**src/rtl/ackpoll_pkg.sv**
```systemverilog
package ackpoll_pkg;

    localparam int DEV_ADDR_W = 7;
    localparam int BYTE_W     = DEV_ADDR_W + 1;

    typedef enum logic [1:0] {
        OP_START = 2'd0,
        OP_STOP  = 2'd1,
        OP_SEND  = 2'd2
    } bus_op_e;

    typedef enum logic [2:0] {
        ST_IDLE,
        ST_START,
        ST_ADDR,
        ST_STOP_RETRY,
        ST_STOP_OK,
        ST_STOP_FAIL
    } poll_state_e;

    typedef struct packed {
        logic [DEV_ADDR_W-1:0] addr;
        logic                  rd;
        logic                  hold;
    } poll_cfg_t;

    function automatic logic [BYTE_W-1:0] addr_byte(input poll_cfg_t c);
        return {c.addr, c.rd};
    endfunction

endpackage

```
**src/rtl/ackpoll_try_ctr.sv**
```systemverilog
module ackpoll_try_ctr #(
    parameter int MAX_TRIES = 8
) (
    input  logic clk,
    input  logic rst,
    input  logic clear,
    input  logic bump,
    output logic last_try
);
    localparam int CNT_W = (MAX_TRIES < 2) ? 1 : $clog2(MAX_TRIES + 1);
    localparam logic [CNT_W-1:0] LAST_IDX = CNT_W'(MAX_TRIES - 1);

    logic [CNT_W-1:0] tries_q;

    always_ff @(posedge clk) begin
        if (rst || clear) begin
            tries_q <= '0;
        end else if (bump && tries_q != LAST_IDX) begin
            tries_q <= tries_q + 1'b1;
        end
    end

    // the attempt now being judged is the final one allowed
    assign last_try = (tries_q == LAST_IDX);
endmodule

```
**src/rtl/ackpoll_fsm.sv**
```systemverilog
module ackpoll_fsm
    import ackpoll_pkg::*;
(
    input  logic        clk,
    input  logic        rst,
    input  logic        go,
    input  logic        cmd_rdy,
    input  logic        cmd_ack,
    input  logic        last_try,
    input  logic        hold,
    output poll_state_e state,
    output logic        launch,
    output logic        bump,
    output logic        finish,
    output logic        finish_ok
);
    poll_state_e st_q, st_d;

    always_comb begin
        st_d      = st_q;
        launch    = 1'b0;
        bump      = 1'b0;
        finish    = 1'b0;
        finish_ok = 1'b0;
        unique case (st_q)
            ST_IDLE: begin
                if (go) begin
                    st_d   = ST_START;
                    launch = 1'b1;
                end
            end
            ST_START: begin
                if (cmd_rdy) st_d = ST_ADDR;
            end
            ST_ADDR: begin
                if (cmd_rdy) begin
                    if (cmd_ack) begin
                        if (hold) begin
                            st_d      = ST_IDLE;
                            finish    = 1'b1;
                            finish_ok = 1'b1;
                        end else begin
                            st_d = ST_STOP_OK;
                        end
                    end else begin
                        bump = 1'b1;
                        st_d = last_try ? ST_STOP_FAIL : ST_STOP_RETRY;
                    end
                end
            end
            ST_STOP_RETRY: begin
                if (cmd_rdy) st_d = ST_START;
            end
            ST_STOP_OK: begin
                if (cmd_rdy) begin
                    st_d      = ST_IDLE;
                    finish    = 1'b1;
                    finish_ok = 1'b1;
                end
            end
            ST_STOP_FAIL: begin
                if (cmd_rdy) begin
                    st_d   = ST_IDLE;
                    finish = 1'b1;
                end
            end
            default: st_d = ST_IDLE;
        endcase
    end

    always_ff @(posedge clk) begin
        if (rst) st_q <= ST_IDLE;
        else     st_q <= st_d;
    end

    assign state = st_q;
endmodule

```
**src/rtl/ackpoll_cmd_gen.sv**
```systemverilog
module ackpoll_cmd_gen
    import ackpoll_pkg::*;
(
    input  poll_state_e       state,
    input  poll_cfg_t         cfg,
    output logic              req,
    output bus_op_e           op,
    output logic [BYTE_W-1:0] data
);
    always_comb begin
        req  = 1'b1;
        op   = OP_START;
        data = '0;
        unique case (state)
            ST_IDLE:  req = 1'b0;
            ST_START: op  = OP_START;
            ST_ADDR: begin
                op   = OP_SEND;
                data = addr_byte(cfg);
            end
            ST_STOP_RETRY, ST_STOP_OK, ST_STOP_FAIL: op = OP_STOP;
            default: req = 1'b0;
        endcase
    end
endmodule

```
**src/rtl/ackpoll_seq.sv**
```systemverilog
module ackpoll_seq
    import ackpoll_pkg::*;
#(
    parameter int MAX_TRIES = 8
) (
    input  logic                  clk,
    input  logic                  rst,
    input  logic                  go,
    input  logic [DEV_ADDR_W-1:0] dev_addr,
    input  logic                  poll_rd,
    input  logic                  hold_bus,
    output logic                  busy,
    output logic                  done,
    output logic                  done_ok,
    output logic                  timeout,
    output logic                  cmd_req,
    output logic [1:0]            cmd_op,
    output logic [BYTE_W-1:0]     cmd_data,
    input  logic                  cmd_rdy,
    input  logic                  cmd_ack
);
    poll_state_e state;
    poll_cfg_t   cfg_q;
    bus_op_e     op_w;
    logic        launch, bump, finish, finish_ok, last_try;
    logic        done_q, ok_q, to_q;

    ackpoll_fsm u_fsm (
        .clk       (clk),
        .rst       (rst),
        .go        (go),
        .cmd_rdy   (cmd_rdy),
        .cmd_ack   (cmd_ack),
        .last_try  (last_try),
        .hold      (cfg_q.hold),
        .state     (state),
        .launch    (launch),
        .bump      (bump),
        .finish    (finish),
        .finish_ok (finish_ok)
    );

    ackpoll_try_ctr #(.MAX_TRIES(MAX_TRIES)) u_ctr (
        .clk      (clk),
        .rst      (rst),
        .clear    (launch),
        .bump     (bump),
        .last_try (last_try)
    );

    ackpoll_cmd_gen u_cmd (
        .state (state),
        .cfg   (cfg_q),
        .req   (cmd_req),
        .op    (op_w),
        .data  (cmd_data)
    );

    always_ff @(posedge clk) begin
        if (rst) begin
            cfg_q  <= '0;
            done_q <= 1'b0;
            ok_q   <= 1'b0;
            to_q   <= 1'b0;
        end else begin
            done_q <= finish;
            if (launch) begin
                cfg_q <= '{addr: dev_addr, rd: poll_rd, hold: hold_bus};
                to_q  <= 1'b0;
            end
            if (finish) begin
                ok_q <= finish_ok;
                if (!finish_ok) to_q <= 1'b1;
            end
        end
    end

    assign cmd_op  = op_w;
    assign busy    = (state != ST_IDLE);
    assign done    = done_q;
    assign done_ok = ok_q;
    assign timeout = to_q;
endmodule

```
**config.mk**
```make
export PLATFORM = sky130hd
export DESIGN_NAME = ackpoll_seq
export DESIGN_NICKNAME = d
export VERILOG_FILES = /design/src/rtl/ackpoll_pkg.sv /design/src/rtl/ackpoll_try_ctr.sv /design/src/rtl/ackpoll_fsm.sv /design/src/rtl/ackpoll_cmd_gen.sv /design/src/rtl/ackpoll_seq.sv
export SDC_FILE = /design/constraint.sdc
export NUM_CORES = 1
export LEC_CHECK = 0
export BUFFER_PORTS_ARGS = -buffer_cell sky130_fd_sc_hd__buf_2
export CELL_PAD_IN_SITES_DETAIL_PLACEMENT = 0
export CELL_PAD_IN_SITES_GLOBAL_PLACEMENT = 1
export CORE_MARGIN = 2
export CORE_UTILIZATION = 37
export CTS_CLUSTER_DIAMETER = 150
export DETAILED_ROUTE_END_ITERATION = 10
export PLACE_DENSITY_LB_ADDON = 0.1
export SETUP_SLACK_MARGIN = 0.05
export SLEW_MARGIN = 0
export SYNTH_ARGS = -nofsm -noshare
export SYNTH_HDL_FRONTEND = slang
export SYNTH_SLANG_ARGS = --single-unit
```
**constraint.sdc**
```tcl
create_clock -name clk -period 1.5 [get_ports clk]
set_input_delay 0.075 -clock clk [delete_from_list [all_inputs] [get_ports clk]]
set_output_delay 0.075 -clock clk [all_outputs]
set_load 0.02 [all_outputs]
```
==> results.cfg, run 1 <==
[route]
drtIter0Drc = 27
totalWireLength_um = 2557
route.detailed.drc = 0
detail_route.first_pass.iterations = 4
num_vias = 1042
wire_per_inst_um = 12.91
detail-route-antenna-nets = 0
viasPerCell = 5.263

[synthesis]
synth-seq-cells = 19
ys.flop_type = dfxtp_1
synthDominantAreaCellType = dfxtp_1
syn_inst = 125
syn_area_per_cell_um2 = 8.458
synth_cell_types = 40
synth_seq_area_share_pct = 35.98
postSynthNetCount = 141
edff_count_synth = 0
mappedNetlistArea_mm2 = 0.001057
yosysWarnings = 0
synthArstFlopShare_pct = 0
netlist.area_leader.share_pct = 35.98
synth_top_cells_by_area = dfxtp_1 36%, nand2_1 8.5%, a21oi_1 8.0%

[sta]
timing.final.hold_violations = 0
slew_violations = 0
final_period_minus_worst_setup_slack_ns = 1.469
slew_at_the_pin_closest_to_its_max_slew_limit_ns = 0.3203
rsz0062_at_grt = true
totalNegativeSetupSlack_ns = 0
layout_setup_ws_ns = 0.03146
clock.fmax_ghz = 0.6809
slew_headroom_pct = 78.56
finalClockSkew_ns = 0.007397
final.period_utilization_pct = 97.90
finalSetupViolCount = 0

[worst_hold_path]
timing.hold.worst_path_depth = 3
timing.hold.worst.class = primary input to flop
hold_path.startpoint = poll_rd
timing.hold.worst_endpoint = cfg_q[1]$_SDFFE_PP0P_

[setup_path]
setup.reg_to_reg.worst_slack_ns = 0.07
critical_path.reg2reg.startpoint = u_fsm.state[2]$_SDFFE_PP0P_
end_kind = output port
critPathRequiredTime_ns = 1.42
timing.setup.critical_path_class = flop to output port
start_kind = flop
worst_ep_arrival_time_ns = 1.39
reg2regPathDepth = 4
worstPathMaxFanout = 11
critPathLaunch = u_fsm.state[0]$_SDFFE_PP0P_
timing.rr.end = u_ctr.tries_q[0]$_SDFFE_PP0P_

[power_and_ir_drop]
power.density_cell_area_mw_per_mm2 = 969.5
irDropWorstVdd_mv = 0.5268
post-layout-total-power_uw = 1427
power.static_leakage_uw = 0.0006072

[flow_run]
drv.max_cap_violation_count = 0

[cells_and_area]
antenna_cells = 0
final_layout_size_suffix_gt1_share_pct = 40.72
layout.cells.most_common_list = 24 x nand2_1, 19 x buf_2, 17 x a21oi_1, 15 x dfxtp_1, 11 x buf_4
layout_commonest_cell = nand2_1
area.growth.synth_to_final_pct = 39.17
num-fill-cells = 269
finalNetCount = 184
end_of_flow_core_utilization_pct = 53.82

[global_route]
grt_max_degree = 18
globalRoute.totalOverflow = 0
grt_pass1_wl_um = 4174
initial_antenna_violation_count = 0
track_usage_pct = 15.83
grt_pass1_vias = 969

[placement]
dpl.hpwl_um = 1771
port-buffer-count = 28
dpl_worst_slack_ns = 0.04621
gpl.final_weighted_congestion = 0.8552

[clock_tree]
cts_buffers = 3
ctsRootBufferMaster = clkbuf_4
skew_pair_late_insertion_delay_ns = 0.29
htree_num_levels = 1
cts_tree = done
cts.clk_slew.worst_paths_ns = 0.12
clock_sinks = 19
clock_path_buffers = 2

[floorplan]
placeableCoreArea_mm2 = 0.002734
die_h_um = 57.46
initial_core_util_pct = 38.67
floorplan.die_area_mm2 = 0.003301
fp.dieW_um = 57.46
io-pin-count = 29
num_rows = 19

[status]
run_status = finished, final reports clean
## how the worst max path moves through the flow
| stage | endpoint | slack [ns] | depth (start not counted) |
|---|---|---|---|
| floorplan | u_ctr.tries_q[0]$_SDFFE_PP0P_ | 0.14 | 4 |
| global placement | u_ctr.tries_q[3]$_SDFFE_PP0P_ | 0.06 | 3 |
| detailed placement | u_ctr.tries_q[3]$_SDFFE_PP0P_ | 0.05 | 3 |
| CTS | cmd_data[5] | 0.03 | 4 |
| global route | cmd_data[5] | -0.05 | 4 |
| finish | cmd_data[5] | 0.03 | 4 |
## flip-flops by register name, indices dropped and copies added (netlist names)
name and flops:
cfg_q 9, u_ctr.tries_q 4, u_fsm.state 3, done 1, done_ok 1, timeout 1
## critical path: stages (launching register included)
cell and delay (ns):
dfxtp_4 0.41, nor3b_4 0.27, buf_4 0.17, and2_4 0.13, buf_6 0.11
## metal layers
metal	up-vias	routed length, um	track usage [%]
li1	531	-	-
met1	490	1227	20.97
met2	19	1226	26.46
met3	2	87	2.948
met4	0	16	3.987
met5	-	0	0
## cell type report
cell class | instances | area [um2] | area share [%]
Multi-Input combinational cell | 93 | 644.4 | 43.79
Sequential cell | 19 | 392.9 | 26.70
Timing Repair Buffer | 46 | 349.1 | 23.72
Tap cell | 31 | 38.79 | 2.636
Clock buffer | 3 | 22.52 | 1.531
Inverter | 5 | 18.77 | 1.276
Clock inverter | 1 | 5.005 | 0.3401
## cells in the mapped netlist (all sizes together), types with 2 or more instances
cell / n
ha: 2
and2: 9
clkbuf: 3
a21oi: 17
nor4b: 2
nand3: 3
o31ai: 2
o21ai: 3
nand4: 3
o211ai: 3
or4: 2
nor3b: 2
dfxtp: 19
nor2b: 3
nand2: 24
inv: 5
buf: 6
## metrics by stage
step	hold WS [ns]	std cells	area (um2)
3_3_place_gp	0.3177	183	1235
2_1_floorplan	0.2110	125	1057
4_1_cts	0.0009787	195	1418
6_report	0.01654	198	1471
3_5_place_dp	0.3260	183	1235
5_1_grt	0.001173	198	1471
## power by group
group	leakage, uW	total [uW]	internal, uW	switching [uW]
logic	0.000432	538	269	269
clock network	0.0000177	262	99.0	163
registers	0.000157	627	560	66.2
total	0.000607	1430	929	498
## cells by family (layout without fill, tap and decap cells)
kind of cell | Yosys count | count (layout) | synth area share (%)
DFF | 19 | 19 | 35.98
buffers and inverters | 14 | 55 | 7.573
AOI/OAI and AO/OA | 33 | 33 | 20.00
muxes | 1 | 1 | 0.9468
adders and majority gates | 2 | 2 | 2.366
and+or+nand+nor | 56 | 57 | 33.14
## what timing repair did
item / in CTS / in global routing
endpoints found under the setup margin: 13 / 22
pin swaps: 8 / 1
endpoints found under the hold margin: 5 / 2
resized for setup: 29 / 9
hold buffers: 5 / 2
gates cloned: 0 / 1
buffers inserted: 3 / 0
Power figures use the tool's default switching activity.
==> run 2: changes to the inputs <==
Settings changed: CORE_UTILIZATION 37 to 39, CTS_BUF_LIST set to sky130_fd_sc_hd__clkbuf_8.
==> run 2 against run 1 <==
  * First-iteration DRC count decreased by 7.4%
  * Cell area decreased by 8.3%
  * Register-to-register slack improved by 0.04 ns
  * Clock power increased by 30%
  * Largest cell class unchanged
  * Highest routed layer unchanged
==> results.cfg, run 2 (synthesis results as in run 1) <==
[status]
run_status = finished, final reports clean

[setup_path]
critPathRequiredTime_ns = 1.68
start_kind = flop
timing.setup.critical_path_class = flop to flop
worstPathMaxFanout = 5
worst_ep_arrival_time_ns = 1.58
critPathLaunch = u_ctr.tries_q[0]$_SDFFE_PP0P_
critical_path.reg2reg.startpoint = u_ctr.tries_q[0]$_SDFFE_PP0P_
end_kind = flop

[global_route]
grt_pass1_vias = 913
initial_antenna_violation_count = 0
globalRoute.totalOverflow = 0
grt_max_degree = 18
track_usage_pct = 15.82
grt_pass1_wl_um = 4002

[clock_tree]
cts_buffers = 3
ctsRootBufferMaster = clkbuf_8
clock_sinks = 19
cts.clk_slew.worst_paths_ns = 0.07
clock_path_buffers = 2
cts_tree = done
skew_pair_late_insertion_delay_ns = 0.25
htree_num_levels = 1

[power_and_ir_drop]
p_comb_share_pct = 35.1
clock_power_share_pct = 23.4
switching_share_pct = 32.85
intPower_uw = 979.8
irDropWorstVdd_mv = 0.8987
seq_power_share_pct = 41.5
power.static_leakage_uw = 0.0005713
power.density_cell_area_mw_per_mm2 = 1082
power.net_switching_uw = 479.2
post-layout-total-power_uw = 1459

[sta]
timing.final.hold_violations = 0
rsz0062_at_grt = true
slew_violations = 0
slew_at_the_pin_closest_to_its_max_slew_limit_ns = 0.3100
finalClockSkew_ns = 0.0008007
layout_setup_ws_ns = 0.1052
slew_headroom_pct = 79.26
finalSetupViolCount = 0
final_period_minus_worst_setup_slack_ns = 1.395
clock.fmax_ghz = 0.7169
totalNegativeSetupSlack_ns = 0
final.period_utilization_pct = 92.99

[route]
detail_route.first_pass.iterations = 4
viasPerCell = 5.232
route.detailed.drc = 0
detail-route-antenna-nets = 0
num_vias = 994
wire_per_inst_um = 12.44
totalWireLength_um = 2364
drtIter0Drc = 25

[cells_and_area]
antenna_cells = 0
layout_commonest_cell = nand2_1
regMostFlops = cfg_q
area.growth.synth_to_final_pct = 27.57
design_area_mm2 = 0.001349
max_ffs_per_register = 9
layout.cells.most_common_list = 24 x nand2_1, 23 x buf_2, 16 x a21oi_1, 15 x dfxtp_1, 15 x buf_4
finalNetCount = 177
final_layout_size_suffix_gt1_share_pct = 36.88

[placement]
placed_area_mm2 = 0.001234
dpl.hpwl_um = 1656
dpl_worst_slack_ns = 0.04687
port-buffer-count = 28
gpl.final_weighted_congestion = 0.8035

[floorplan]
io-pin-count = 29
num_rows = 18
fp.dieW_um = 56.07
placeableCoreArea_mm2 = 0.002522
die_h_um = 56.07
floorplan.die_area_mm2 = 0.003143
initial_core_util_pct = 41.91

[flow_run]
drv.max_cap_violation_count = 0

[worst_hold_path]
timing.hold.worst.class = primary input to flop
hold_path.startpoint = dev_addr[5]
## run 2: cell types whose count changed in the layout (fill, tap and decap cells not counted), moves of 3 or more
cell           delta
and2_1            +8
and2_4            -8
buf_2             +4
buf_4             +4
buf_6             -8
clkbuf_4          -3
clkbuf_8          +3
dlygate4sd3_1     -7
## run 2: cell type report
cell class	instances	area, um2
clock buffers	3	41.29
clock inverters	1	3.754
fillers	259	1174
inverters	5	18.77
multi-input cells	92	613.1
flip-flops and latches	19	390.4
well taps	30	37.54
repair buffers	40	244.0
## run 2: timing repair
| action | in CTS | in global routing |
|---|---|---|
| pin swaps | 0 | 2 |
| gates cloned | 1 | 0 |
| endpoints found under the hold margin | 0 | 0 |
| buffers inserted | 1 | 2 |
| setup endpoints to repair | 13 | 10 |
| hold buffers | 0 | 0 |
| resized for setup | 5 | 13 |
## run 2: path summary, 6_finish.rpt
kind                                                 endpoint  slack, ns  depth (start not counted)
worst min register to register          cfg_q[5]$_SDFFE_PP0P_       0.45                          2
worst max register to register  u_ctr.tries_q[0]$_SDFFE_PP0P_       0.11                          4
worst max-delay path            u_ctr.tries_q[0]$_SDFFE_PP0P_       0.11                          4
worst min-delay path                    cfg_q[7]$_SDFFE_PP0P_       0.06                          3
## run 2: worst max-delay path: stages, from the launching register on
cell	delay [ns]
dfxtp_2	0.34
ha_2	0.19
and3b_4	0.20
or4_4	0.48
a21oi_2	0.12
## run 2: stage by stage
stage / cells / utilization (%) / hold slack [ns]
global route: 190 / 53.47 / 0.04960
detailed placement: 182 / 48.91 / 0.3230
finish: 190 / 53.47 / 0.05510
global placement: 182 / 48.91 / 0.3167
floorplan: 125 / - / 0.2110
CTS: 188 / 51.44 / 0.05074
## run 2: power groups by stage
stage	clock network [uW]	logic [uW]	registers [uW]
6_report	341	512	606
5_1_grt	377	567	615
4_1_cts	357	490	608
3_5_place_dp	0	478	616
3_3_place_gp	0	473	612
2_1_floorplan	0	384	587
## run 2: metal layers
| layer | up-vias | wire [um] | track usage (%) | part of all wire [%] |
|---|---|---|---|---|
| met3 | 2 | 110 | 5.116 | 4.7 |
| met1 | 459 | 1190 | 21.38 | 50 |
| met2 | 21 | 1052 | 25.21 | 45 |
| met5 | - | 0 | 0 | 0 |
| li1 | 512 | - | - | - |
| met4 | 0 | 10 | 2.041 | 0.42 |
==> run 3: changes to the inputs <==
Settings changed: CORE_MARGIN 2 to not set.
==> run 3 against run 2 <==
  * Via count shrank 3.0%
  * Final cell count shrank 3.2%
  * Global-route usage grew 2.7 points
  * Die area shrank 7.0%
  * Cell area shrank 4.2%
  * Setup slack lost 0.015 ns
  * Routed wire length shrank 1.7%
  * Critical path type is now flop to output port
  * Largest power group unchanged
==> results.cfg, run 3 (synthesis results as in run 1) <==
[status]
run_status = finished, final reports clean

[global_route]
globalRoute.totalOverflow = 0
grt_pass1_wl_um = 3864
grt_pass1_vias = 883
track_usage_pct = 18.51
grt_max_degree = 18
initial_antenna_violation_count = 0

[clock_tree]
skew_pair_late_insertion_delay_ns = 0.25
postCtsHoldBufs = 0
htree_num_levels = 1
cts.clk_slew.worst_paths_ns = 0.07
cts_tree = done
clock_path_buffers = 2
ctsRootBufferMaster = clkbuf_8
clock_sinks = 19
cts_buffers = 3

[cells_and_area]
finalNetCount = 171
antenna_cells = 0
final-instance-count-excl-fill = 184
max_ffs_per_register = 9
area.growth.synth_to_final_pct = 22.25
regMostFlops = cfg_q
layout_commonest_cell = buf_2
final_layout_size_suffix_gt1_share_pct = 33.77
end_of_flow_core_utilization_pct = 51.24
layout.cells.most_common_list = 28 x buf_2, 24 x nand2_1, 16 x a21oi_1, 15 x dfxtp_1, 9 x and2_1

[placement]
dpl_worst_slack_ns = 0.03071
dpl.hpwl_um = 1692
gpl.final_weighted_congestion = 0.8538
port-buffer-count = 28
placed_cells = 179

[floorplan]
die_h_um = 54.07
io-pin-count = 29
num_rows = 18
initial_core_util_pct = 41.91
floorplan.die_area_mm2 = 0.002923
placeableCoreArea_mm2 = 0.002522
fp.dieW_um = 54.07

[sta]
slew_headroom_pct = 77.63
totalNegativeSetupSlack_ns = 0
finalSetupViolCount = 0
slew_violations = 0
slew_at_the_pin_closest_to_its_max_slew_limit_ns = 0.3341
timing.hold.ws_ns = 0.05010
rsz0062_at_grt = true
finalClockSkew_ns = 0.004242
timing.final.hold_violations = 0
clock.fmax_ghz = 0.7092
final.period_utilization_pct = 94.01
final_period_minus_worst_setup_slack_ns = 1.410
layout_setup_ws_ns = 0.08986

[route]
viasPerCell = 5.239
detail-route-antenna-nets = 0
drtIter0Drc = 12
route.detailed.drc = 0
detail_route.first_pass.iterations = 4
wire_per_inst_um = 12.63
totalWireLength_um = 2323
num_vias = 964

[setup_path]
worst_ep_arrival_time_ns = 1.34
start_kind = flop
critical_path.top_delay_family = flip-flops
end_kind = output port
worstPathMaxFanout = 10
timing.critical_path.slowest_cell_delay_ns = 0.40
critical_path_cell_by_cell = inv_1, ha_1, a21bo_2, buf_2
critical_path_buf_inv_count = 2
setup.reg_to_reg.worst_slack_ns = 0.10
timing.setup.critical_path_class = flop to output port
critPathRequiredTime_ns = 1.42
critical_path.reg2reg.startpoint = u_ctr.tries_q[0]$_SDFFE_PP0P_
critical-path-slowest-cell = dfxtp_4
critPathLaunch = u_fsm.state[1]$_SDFFE_PP0P_
reg2regPathDepth = 4
timing.rr.end = u_ctr.tries_q[0]$_SDFFE_PP0P_

[worst_hold_path]
hold_path.startpoint = dev_addr[2]
timing.hold.worst_path_depth = 3
timing.hold.worst.class = primary input to flop
timing.hold.worst_endpoint = cfg_q[4]$_SDFFE_PP0P_

[flow_run]
drv.max_cap_violation_count = 0

[power_and_ir_drop]
power.static_leakage_uw = 0.0005392
power.density_cell_area_mw_per_mm2 = 1100
irDropWorstVdd_mv = 0.8148
==> run 3: cell count changes in the layout (fill, tap and decap cells not counted) <==
cell	change
or4_4	-1
buf_2	+5
dfxtp_4	+1
dfxtp_2	-1
clkbuf_2	-1
buf_4	-10
or4_1	+1
==> run 3: final cells by class <==
cell class / count / area (um2)
fill: 251 / 1230
clock buffer: 3 / 41.29
multi-input combinational: 92 / 609.3
sequential: 19 / 392.9
inverter: 5 / 18.77
timing repair buffer: 34 / 188.9
clock inverter: 1 / 3.754
tap: 30 / 37.54
==> run 3: how the worst max path moves through the flow <==
stage,endpoint,slack (ns),cells after the start
floorplan,u_ctr.tries_q[0]$_SDFFE_PP0P_,0.14,4
global placement,u_ctr.tries_q[0]$_SDFFE_PP0P_,0.07,4
detailed placement,u_fsm.state[0]$_SDFFE_PP0P_,0.03,5
CTS,u_ctr.tries_q[0]$_SDFFE_PP0P_,0.05,4
global route,cmd_req,0.02,4
finish,cmd_req,0.09,4
==> run 3: per-stage QoR <==
stage / cell area [um2] / power, uW
final: 1292 / 1422
after global routing: 1292 / 1515
after global placement: 1211 / 1062
after floorplan: 1057 / 971.5
after detailed placement: 1211 / 1068
after CTS: 1262 / 1416
==> run 3: power breakdown <==
group          total, uW  switching (uW)  internal [uW]
Sequential           621            60.5            561
Clock                342             160            182
Combinational        459             252            207
==> run 3: worst register-to-register path, delay by kind of cell, from the launching register on <==
family,cells,cell delay (ns)
AOI/OAI and AO/OA,1,0.12
adders and majority gates,1,0.20
DFF,1,0.34
and+or+nand+nor,2,0.68
==> run 3: routing by layer <==
| metal | GRT usage (%) | routed length, um | vias up |
|---|---|---|---|
| li1 | - | - | 502 |
| met1 | 22.15 | 1097 | 442 |
| met2 | 32.10 | 1114 | 18 |
| met3 | 5.085 | 93 | 2 |
| met4 | 5.128 | 17 | 0 |
| met5 | 0 | 0 | - |
==> run 3: repair_timing <==
action	in CTS	in global routing
endpoints found under the setup margin	13	13
pin swaps	0	1
endpoints found under the hold margin	0	0
buffers inserted	0	1
resized for setup	4	7
